[config.mk]
export PLATFORM = sky130hd
export DESIGN_NAME = tx_chan_seq
export DESIGN_NICKNAME = d
export VERILOG_FILES = /design/src/rtl/tx_chan_pkg.sv /design/src/rtl/tx_host_sync.sv /design/src/rtl/tx_strobe_edge.sv /design/src/rtl/tx_addr_ctr.sv /design/src/rtl/tx_chan_seq.sv
export SDC_FILE = /design/constraint.sdc
export NUM_CORES = 1
export LEC_CHECK = 0
export ABC_AREA = 1
export CELL_PAD_IN_SITES_DETAIL_PLACEMENT = 0
export CELL_PAD_IN_SITES_GLOBAL_PLACEMENT = 1
export CORE_MARGIN = 4
export CORE_UTILIZATION = 32
export DETAILED_ROUTE_END_ITERATION = 10
export PLACE_DENSITY = 0.81
export SYNTH_ARGS = -nofsm -noshare
export SYNTH_HDL_FRONTEND = slang
export SYNTH_HIERARCHICAL = 1
export SYNTH_SLANG_ARGS = --single-unit
[constraint.sdc]
create_clock -name clk_i -period 2.1 [get_ports clk_i]
set_input_delay 0.315 -clock clk_i [delete_from_list [all_inputs] [get_ports clk_i]]
set_output_delay 0.315 -clock clk_i [all_outputs]
set_load 0.02 [all_outputs]
[src/rtl/tx_chan_pkg.sv]
package tx_chan_pkg;
  typedef enum logic [1:0] {
    ST_IDLE  = 2'd0,
    ST_FETCH = 2'd1,
    ST_SERVE = 2'd2,
    ST_DRAIN = 2'd3
  } tx_state_e;

  localparam logic [1:0] DIR_TX = 2'b10;
endpackage

[src/rtl/tx_host_sync.sv]
module tx_host_sync #(
  parameter int unsigned W      = 4,
  parameter int unsigned STAGES = 2,
  parameter logic [W-1:0] RST_VAL = '1
) (
  input  logic         clk_i,
  input  logic         rst_ni,
  input  logic [W-1:0] d_i,
  output logic [W-1:0] q_o
);
  for (genvar b = 0; b < W; b++) begin : g_bit
    logic [STAGES-1:0] chain_q;
    always_ff @(posedge clk_i or negedge rst_ni) begin
      if (!rst_ni) chain_q <= {STAGES{RST_VAL[b]}};
      else         chain_q <= {chain_q[STAGES-2:0], d_i[b]};
    end
    assign q_o[b] = chain_q[STAGES-1];
  end
endmodule

[src/rtl/tx_strobe_edge.sv]
module tx_strobe_edge (
  input  logic clk_i,
  input  logic rst_ni,
  input  logic rd_ni,
  input  logic cs_ni,
  input  logic a0_i,
  input  logic dack_ni,
  output logic fall_o,
  output logic rise_o
);
  logic rd_prev_q;
  logic qual;

  always_ff @(posedge clk_i or negedge rst_ni) begin
    if (!rst_ni) rd_prev_q <= 1'b1;
    else         rd_prev_q <= rd_ni;
  end

  // host owns the byte: register select with A0 low, or DMA cycle
  assign qual   = (!cs_ni && !a0_i) || !dack_ni;
  assign fall_o = rd_prev_q && !rd_ni && qual;
  assign rise_o = !rd_prev_q && rd_ni;
endmodule

[src/rtl/tx_addr_ctr.sv]
module tx_addr_ctr #(
  parameter int unsigned AW = 16
) (
  input  logic          clk_i,
  input  logic          rst_ni,
  input  logic          load_i,
  input  logic [AW-1:0] start_i,
  input  logic          inc_i,
  input  logic [AW-1:0] end_i,
  output logic [AW-1:0] addr_o,
  output logic          at_end_o
);
  localparam logic [AW-1:0] ONE = 1;
  logic [AW-1:0] addr_q;

  always_ff @(posedge clk_i or negedge rst_ni) begin
    if (!rst_ni)     addr_q <= '0;
    else if (load_i) addr_q <= start_i;
    else if (inc_i)  addr_q <= addr_q + ONE;
  end

  assign addr_o   = addr_q;
  assign at_end_o = (addr_q == end_i);


  addr_step_chk: assert property (@(posedge clk_i) disable iff (!rst_ni)
    (inc_i && !load_i) |=> (addr_o == $past(addr_o) + ONE));
endmodule

[src/rtl/tx_chan_seq.sv]
module tx_chan_seq
  import tx_chan_pkg::*;
#(
  parameter int unsigned AW = 16,
  parameter int unsigned DW = 8,
  parameter int unsigned SYNC_STAGES = 2
) (
  input  logic          clk_i,
  input  logic          rst_ni,
  input  logic [1:0]    dir_i,
  input  logic          burst_i,
  input  logic          enable_i,
  input  logic [AW-1:0] start_addr_i,
  input  logic [AW-1:0] end_addr_i,
  output logic          mem_req_o,
  output logic [AW-1:0] mem_addr_o,
  input  logic          mem_ack_i,
  input  logic [DW-1:0] mem_rdata_i,
  output logic [DW-1:0] txbuf_o,
  output logic          chan_req_o,
  input  logic          host_cs_ni,
  input  logic          host_a0_i,
  input  logic          host_dack_ni,
  input  logic          host_rd_ni,
  output logic          done_irq_o
);
  localparam int unsigned NSYNC = 4;
  localparam logic [NSYNC-1:0] SYNC_RST = 4'b1101; // {rd, dack, a0, cs}

  tx_state_e     state_q, state_d;
  logic [NSYNC-1:0] host_s;
  logic          edge_fall, edge_rise;
  logic          en_prev_q, last_q, irq_q;
  logic [DW-1:0] buf_q;
  logic          start, load_byte, at_end;

  tx_host_sync #(.W(NSYNC), .STAGES(SYNC_STAGES), .RST_VAL(SYNC_RST)) u_sync (
    .clk_i, .rst_ni,
    .d_i ({host_rd_ni, host_dack_ni, host_a0_i, host_cs_ni}),
    .q_o (host_s)
  );

  tx_strobe_edge u_edge (
    .clk_i, .rst_ni,
    .rd_ni   (host_s[3]),
    .cs_ni   (host_s[0]),
    .a0_i    (host_s[1]),
    .dack_ni (host_s[2]),
    .fall_o  (edge_fall),
    .rise_o  (edge_rise)
  );

  assign start     = (state_q == ST_IDLE) && enable_i && !en_prev_q &&
                     (dir_i == DIR_TX) && !burst_i;
  assign load_byte = (state_q == ST_FETCH) && enable_i && mem_ack_i;

  tx_addr_ctr #(.AW(AW)) u_addr (
    .clk_i, .rst_ni,
    .load_i   (start),
    .start_i  (start_addr_i),
    .inc_i    (load_byte),
    .end_i    (end_addr_i),
    .addr_o   (mem_addr_o),
    .at_end_o (at_end)
  );

  always_comb begin
    state_d = state_q;
    if (state_q != ST_IDLE && !enable_i) state_d = ST_IDLE;
    else begin
      unique case (state_q)
        ST_IDLE:  if (start)     state_d = ST_FETCH;
        ST_FETCH: if (mem_ack_i) state_d = ST_SERVE;
        ST_SERVE: if (edge_fall) state_d = ST_DRAIN;
        ST_DRAIN: if (edge_rise) state_d = last_q ? ST_IDLE : ST_FETCH;
        default:                 state_d = ST_IDLE;
      endcase
    end
  end

  always_ff @(posedge clk_i or negedge rst_ni) begin
    if (!rst_ni) begin
      state_q   <= ST_IDLE;
      en_prev_q <= 1'b0;
      last_q    <= 1'b0;
      buf_q     <= '0;
      irq_q     <= 1'b0;
    end else begin
      state_q   <= state_d;
      en_prev_q <= enable_i;
      irq_q     <= (state_q == ST_DRAIN) && edge_rise && last_q && enable_i;
      if (load_byte) begin
        buf_q  <= mem_rdata_i;
        last_q <= at_end;
      end
    end
  end

  assign mem_req_o  = (state_q == ST_FETCH);
  assign chan_req_o = (state_q == ST_SERVE);
  assign txbuf_o    = buf_q;
  assign done_irq_o = irq_q;


  mem_req_hold_chk: assert property (@(posedge clk_i) disable iff (!rst_ni)
    (mem_req_o && !mem_ack_i && enable_i) |=> mem_req_o);

  req_drop_cause_chk: assert property (@(posedge clk_i) disable iff (!rst_ni)
    $fell(chan_req_o) |-> ($past(edge_fall) || !$past(enable_i)));

  irq_pulse_chk: assert property (@(posedge clk_i) disable iff (!rst_ni)
    done_irq_o |=> !done_irq_o);

  abort_idle_chk: assert property (@(posedge clk_i) disable iff (!rst_ni)
    !enable_i |=> (!chan_req_o && !mem_req_o && !done_irq_o));

  txbuf_hold_chk: assert property (@(posedge clk_i) disable iff (!rst_ni)
    (chan_req_o && enable_i) |=> $stable(txbuf_o));
endmodule

==> flow_metrics.py, run 1 <==
metrics = {
    "sta": {
        "fin_skew_ns": 0.00530,
        "slew_headroom": 0.742,
        "setup_viol": 0,
        "tns_ns": 0,
        "whs_ns": 0.357,
        "final-hold-violation-count": 0,
        "layout_worst_path_cycle_share": 0.938,
        "fmax_mhz": 508,
        "slew_violations": 0,
        "rsz0062_at_grt": "false",
        "period_minus_slack_ns": 1.97,
        "tightestPinTransition_ns": 0.386,
    },
    "critical_path": {
        "crit_start": "state_q[1]",
        "worst-path-stages": 3,
        "critPathRequiredTime_ns": 1.78,
        "critPathMaxFanout": 5,
        "cp_cell_sequence": "inv_1 > ha_1 > clkdlybuf4s50_1",
        "endpoint": "mem_req_o",
        "crit_slowest_cell": "clkdlybuf4s50_1",
        "r2r_start": "state_q[0]",
        "cp-start-kind": "flop",
        "cp.buffers_inverters": 2,
        "crit_family": "buffers and inverters",
        "r2r_setup_slack_ns": 0.26,
        "max_stage_delay_ns": 0.63,
        "setup.worst_path.class": "reg -> out",
        "critPathCaptureType": "primary output",
        "r2r_cells": 10,
        "r2r_end": "u_addr/addr_o[5]",
        "worstPathArrival_ns": 1.65,
    },
    "clock_tree": {
        "clkTransAtPathRegs_ns": 0.07,
        "cts_buffer_depth": 2,
        "cts_tree": "built",
        "htreeDepth": 2,
        "cts-buffers-inserted": 5,
        "root_buffer": "clkbuf_8",
        "clock-sinks": 38,
        "clkLatencyLatePin_ns": 0.29,
    },
    "final_layout": {
        "fill_cells": 682,
        "drive_gt1_frac": 0.123,
        "antennaDiodeCount": 0,
        "multi_input_area_um2": 1080,
        "areaGrowthSynthToFinish_pct": 44.7,
        "nets": 423,
        "seq_area_um2": 960,
    },
    "power": {
        "vdd_drop_max_mv": 0.656,
        "power.leakage_nw": 1.45,
        "power.density_nw_per_um2": 1220,
    },
    "floorplanning": {
        "core_area_um2": 6830,
        "fp.dieW_um": 91.9,
        "dieHeight_um": 91.9,
        "rows": 30,
        "dieArea_um2": 8440,
        "pin_count": 78,
        "start_util": 0.330,
    },
    "detailed_routing": {
        "vias": 2062,
        "vias_per_cell": 4.45,
        "post_drt_wl_per_cell_um": 12.7,
        "wl_met2_mm": 2.76,
        "dr.first_iter.drc_count": 49,
        "top_layer_used": "met4",
        "dr_wl_met3_um": 429,
        "drt-met1-wl_mm": 2.61,
        "firstDrtPassIters": 4,
        "ant_nets": 0,
        "routed_wl_mm": 5.86,
        "drc": 0,
    },
    "yosys": {
        "synth_cell_types": 29,
        "syn_area_um2": 2250,
        "synth.avg_cell_area_um2": 7.90,
        "ys_async_sr_fraction": 1.00,
        "synth_flop_cell": "dfrtp_1",
        "ys_seq_area_frac": 0.426,
        "synth_cells": 285,
        "ys_ff_latch": 38,
        "synth_edf_count": 0,
        "syn_nets": 342,
        "ys_warn_count": 6,
    },
    "status": {
        "status": "finished, final reports clean",
    },
    "grt": {
        "grt_pass1_wl_mm": 9.80,
        "first_global_vias": 2089,
        "grt_usage": 0.146,
        "grt_overflow": 0,
        "antenna_found_initial": 0,
        "grt_max_degree": 17,
    },
    "placement": {
        "globalplace.congestion": 0.776,
        "portBuffers": 77,
        "dp_hpwl_mm": 4.57,
    },
    "worst_hold_path": {
        "hold_class": "reg -> reg",
    },
    "run": {
        "maxCapViolations": 0,
    },
}
[layer usage]
metal  vias to the layer above  track usage
li1                       1058            -
met1                       920        0.183
met2                        78        0.242
met3                         6       0.0418
met4                         0       0.0446
met5                         -            0
[Yosys cell counts (2+ instances only)]
cell type	n	area [um2]
a22oi_1	13	97.6
buf_2	2	10.0
buf_4	7	52.6
buf_6	2	22.5
dfrtp_1	31	776
dfstp_2	7	184
ha_1	6	75.1
inv_1	29	109
inv_2	2	7.51
nand2_1	83	312
nand2_2	9	56.3
nand3_1	23	115
nand4_1	4	25.0
nor2_1	21	78.8
nor2_2	6	37.5
o21ai_0	3	15.0
o21ai_1	6	30.0
or2_1	2	12.5
or2_2	2	12.5
xnor2_1	15	131
xor2_1	4	35.0
[per-stage QoR]
stage / instance area, um2 / total power [W] / util / instances / worst slack (ns)
after floorplan: 2250 / 0.00242 / - / 285 / 0.234
after global placement: 3110 / 0.00320 / 0.455 / 454 / 0.177
after detailed placement: 3110 / 0.00323 / 0.455 / 454 / 0.121
after CTS: 3260 / 0.00403 / 0.477 / 463 / 0.0992
after global routing: 3260 / 0.00430 / 0.477 / 463 / 0.00172
final: 3260 / 0.00398 / 0.477 / 463 / 0.131
[how the worst min path moves through the flow]
stage / end / start / depth (start not counted)
after floorplan: done_irq_o / rst_ni / 0
after global placement: u_addr/addr_o[1] / rst_ni / 1
after detailed placement: u_addr/addr_o[1] / rst_ni / 1
after CTS: u_sync/g_bit[3].chain_q[1] / u_sync/g_bit[3].chain_q[0] / 0
after global routing: u_sync/g_bit[3].chain_q[1] / u_sync/g_bit[3].chain_q[0] / 0
final: u_sync/g_bit[3].chain_q[1] / u_sync/g_bit[3].chain_q[0] / 0
[layout make-up]
cell class,count,share of cell area
Clock buffer,6,0.0253
Clock inverter,2,0.0184
Inverter,33,0.0388
Multi-Input combinational cell,203,0.332
Sequential cell,38,0.294
Tap cell,96,0.0369
Timing Repair Buffer,85,0.254
[power breakdown]
group          total [W]  leakage (nW)  internal [W]  switching, W
clock           0.000771        0.0714      0.000507      0.000264
combinational    0.00185         0.915      0.000910      0.000941
sequential       0.00136         0.468      0.000992      0.000364
total            0.00398          1.45       0.00241       0.00157
[kinds of logic after synthesis]
family	count (synthesis)	synth area share
AOI/OAI and AO/OA	25	0.0722
xor gates and xnor gates	19	0.0739
adders and majority gates	6	0.0333
buffers and inverters	44	0.0933
DFF	38	0.426
and+or+nand+nor	153	0.301
[flip-flops by register name, summed over array words and instances (netlist names)]
signal                count
u_addr/addr_o            16
txbuf_o                   8
u_sync/g_bit.chain_q      8
state_q                   2
done_irq_o                1
en_prev_q                 1
last_q                    1
u_edge/rd_prev_q          1
[cells in the final DEF, fill, tap and decap left out, types with 2 or more instances in the layout]
cell type | Yosys | routed
o21ai_1 | 6 | 6
inv_2 | 2 | 2
nand3_1 | 23 | 23
xor2_1 | 4 | 4
dfstp_2 | 7 | 7
bufinv_16 | 0 | 2
a22oi_1 | 13 | 13
or2_2 | 2 | 2
clkbuf_8 | 0 | 6
buf_4 | 7 | 7
clkdlybuf4s50_1 | 0 | 76
nor2_2 | 6 | 6
nand4_1 | 4 | 4
xnor2_1 | 15 | 15
o21ai_0 | 3 | 3
nand2_2 | 9 | 9
inv_1 | 29 | 29
ha_1 | 6 | 6
nand2_1 | 83 | 83
or2_1 | 2 | 2
nor2_1 | 21 | 21
dfrtp_1 | 31 | 31
[repair_timing]
| item | in CTS | in global routing |
|---|---|---|
| endpoints found under the hold margin | 14 | 0 |
| buffers inserted | 0 | 0 |
| endpoints found under the setup margin | 0 | 13 |
| gates resized for setup | 0 | 1 |
| hold buffers | 1 | 0 |
No activity file was read; power rests on OpenSTA's default activity.
==> run 2: changes to the inputs <==
--- a/config.mk
+++ b/config.mk
@@ -6,11 +6,13 @@
 export NUM_CORES = 1
 export LEC_CHECK = 0
 export ABC_AREA = 1
+export ABC_CLOCK_PERIOD_IN_PS = 2100
 export CELL_PAD_IN_SITES_DETAIL_PLACEMENT = 0
-export CELL_PAD_IN_SITES_GLOBAL_PLACEMENT = 1
+export CELL_PAD_IN_SITES_GLOBAL_PLACEMENT = 2
 export CORE_MARGIN = 4
-export CORE_UTILIZATION = 32
+export CORE_UTILIZATION = 25
 export DETAILED_ROUTE_END_ITERATION = 10
+export GPL_TIMING_DRIVEN = 0
 export PLACE_DENSITY = 0.81
 export SYNTH_ARGS = -nofsm -noshare
 export SYNTH_HDL_FRONTEND = slang
==> run 2 against run 1 <==
Critical endpoint is now u_addr/addr_o[11]. Critical path depth is 9 higher. Wire length is 9.0% higher. Core utilization is 9.9 points lower. Sequential power is 3% lower. Global-route usage is 2.0 points lower. Final cell count is 3.9% higher.
==> flow_metrics.py, run 2 (same netlist as run 1, synthesis figures left out) <==
metrics = {
    "final_layout": {
        "final_cell_mix": "83 x nand2_1, 76 x clkdlybuf4s50_1, 30 x dfrtp_1",
        "seq_area_um2": 961,
        "fill_cells": 949,
        "nets": 429,
        "multi_input_area_um2": 1100,
        "largest_reg_flops": 16,
        "areaGrowthSynthToFinish_pct": 47.2,
        "layout.cells.non_filler": 481,
        "final_area_um2": 3320,
        "drive_gt1_frac": 0.150,
        "antennaDiodeCount": 0,
        "mostFrequentLayoutCell": "nand2_1",
    },
    "floorplanning": {
        "fp.dieW_um": 103,
        "core_area_um2": 8760,
        "pin_count": 78,
        "rows": 34,
        "dieArea_um2": 10600,
        "dieHeight_um": 103,
        "start_util": 0.257,
    },
    "detailed_routing": {
        "routed_wl_mm": 6.39,
        "ant_nets": 0,
        "vias": 2056,
        "firstDrtPassIters": 4,
        "vias_per_cell": 4.27,
        "drc": 0,
        "post_drt_wl_per_cell_um": 13.3,
        "dr.first_iter.drc_count": 48,
    },
    "critical_path": {
        "critPathMaxFanout": 10,
        "setup.worst_path.class": "reg -> reg",
        "crit_start": "state_q[0]",
        "worstPathArrival_ns": 2.12,
        "critPathCaptureType": "flop",
        "critPathRequiredTime_ns": 2.28,
        "cp-start-kind": "flop",
        "r2r_start": "state_q[0]",
    },
    "sta": {
        "final-hold-violation-count": 0,
        "tightestPinTransition_ns": 0.409,
        "setup_viol": 0,
        "layout_worst_path_cycle_share": 0.924,
        "rsz0062_at_grt": "false",
        "slew_violations": 0,
        "slew_headroom": 0.727,
        "fin_skew_ns": 0.0103,
        "fmax_mhz": 515,
        "whs_ns": 0.352,
        "period_minus_slack_ns": 1.94,
    },
    "clock_tree": {
        "root_buffer": "clkbuf_8",
        "clkLatencyLatePin_ns": 0.29,
        "cts_tree": "built",
        "htreeDepth": 2,
        "cts-buffers-inserted": 5,
        "clkTransAtPathRegs_ns": 0.08,
        "clock-sinks": 38,
        "cts_buffer_depth": 2,
    },
    "placement": {
        "globalplace.congestion": 0.775,
        "portBuffers": 77,
        "dp_hpwl_mm": 4.93,
        "dp_cells": 471,
        "place_area_um2": 3170,
    },
    "power": {
        "vdd_drop_max_mv": 0.454,
        "power.leakage_nw": 1.47,
        "power.density_nw_per_um2": 1170,
        "pwr-share-comb": 0.499,
        "clkPwrFrac": 0.160,
        "switchingPower_w": 0.00159,
        "seq_power_share": 0.340,
        "internal-power_w": 0.00230,
        "swShare": 0.409,
    },
    "worst_hold_path": {
        "hold_class": "reg -> reg",
        "min-delay-start": "u_sync/g_bit[1].chain_q[0]",
    },
    "grt": {
        "grt_max_degree": 25,
        "grt_overflow": 0,
        "grt_pass1_wl_mm": 10.2,
        "grt_usage": 0.125,
        "first_global_vias": 2084,
        "antenna_found_initial": 0,
    },
    "status": {
        "status": "finished, final reports clean",
    },
    "run": {
        "maxCapViolations": 0,
    },
}
==> run 2: changes by cell type in the layout (fill, tap and decap cells not counted), sizes merged <==
| cell | delta |
|---|---|
| buf | +6 |
| bufinv | -1 |
| clkbuf | -1 |
| clkinv | +3 |
| inv | -1 |
==> run 2: path summary, 6_finish.rpt <==
| kind | end | slack, ns | depth (start not counted) |
|---|---|---|---|
| max | u_addr/addr_o[11] | 0.16 | 12 |
| min | u_sync/g_bit[1].chain_q[1] | 0.35 | 0 |
| max reg2reg | u_addr/addr_o[11] | 0.16 | 12 |
| min reg2reg | u_sync/g_bit[1].chain_q[1] | 0.35 | 0 |
| max in group asynchronous | u_sync/g_bit[0].chain_q[0] | 1.07 | 3 |
| min in group asynchronous | u_addr/addr_o[12] | 0.48 | 2 |
==> run 2: timing repair <==
action,4_1_cts,5_1_grt
setup endpoints to repair,0,11
gates resized for setup,0,6
hold buffers,1,0
endpoints found under the hold margin,14,0
setup buffers,0,1
==> run 2: power groups by stage <==
stage | logic (W) | registers (W) | clock network [W]
after floorplan | 0.000878 | 0.00154 | 0
after global placement | 0.00192 | 0.00134 | 0
after detailed placement | 0.00193 | 0.00135 | 0
after CTS | 0.00194 | 0.00133 | 0.000650
after global routing | 0.00217 | 0.00138 | 0.000678
final | 0.00194 | 0.00132 | 0.000623
==> run 2: final cells by class <==
cell class / count / share of cell area
Clock inverter: 3 / 0.0121
Clock buffer: 5 / 0.0208
Multi-Input combinational cell: 203 / 0.331
Timing Repair Buffer: 80 / 0.242
Inverter: 33 / 0.0377
Sequential cell: 38 / 0.290
Buffer: 11 / 0.0257
Tap cell: 108 / 0.0408
==> run 2: routing by layer <==
metal | vias to the layer above | global-route usage | routed length, um
li1 | 1065 | - | -
met1 | 933 | 0.154 | 2780
met2 | 52 | 0.215 | 3200
met3 | 6 | 0.0386 | 353
met4 | 0 | 0.0299 | 49
met5 | - | 0 | 0
==> run 2: worst max-delay path, cell delays in order (launching register included) <==
cell and delay [ns]:
dfrtp_2 0.45, inv_2 0.10, ha_2 0.20, nand2_1 0.06, inv_1 0.04, nand3_1 0.13
inv_1 0.09, buf_4 0.16, or2_4 0.14, clkinv_2 0.09, buf_6 0.16, a22oi_1 0.15
nand2_1 0.07
==> run 2: stage by stage <==
stage | total power [W] | worst slack [ns] | util | TNS, ns
global placement | 0.00326 | -0.312 | 0.360 | -10.16
floorplan | 0.00242 | 0.234 | - | 0
global route | 0.00423 | 0.00225 | 0.378 | 0
CTS | 0.00392 | 0.0445 | 0.376 | 0
finish | 0.00389 | 0.160 | 0.378 | 0
detailed placement | 0.00327 | -0.0708 | 0.362 | -0.576
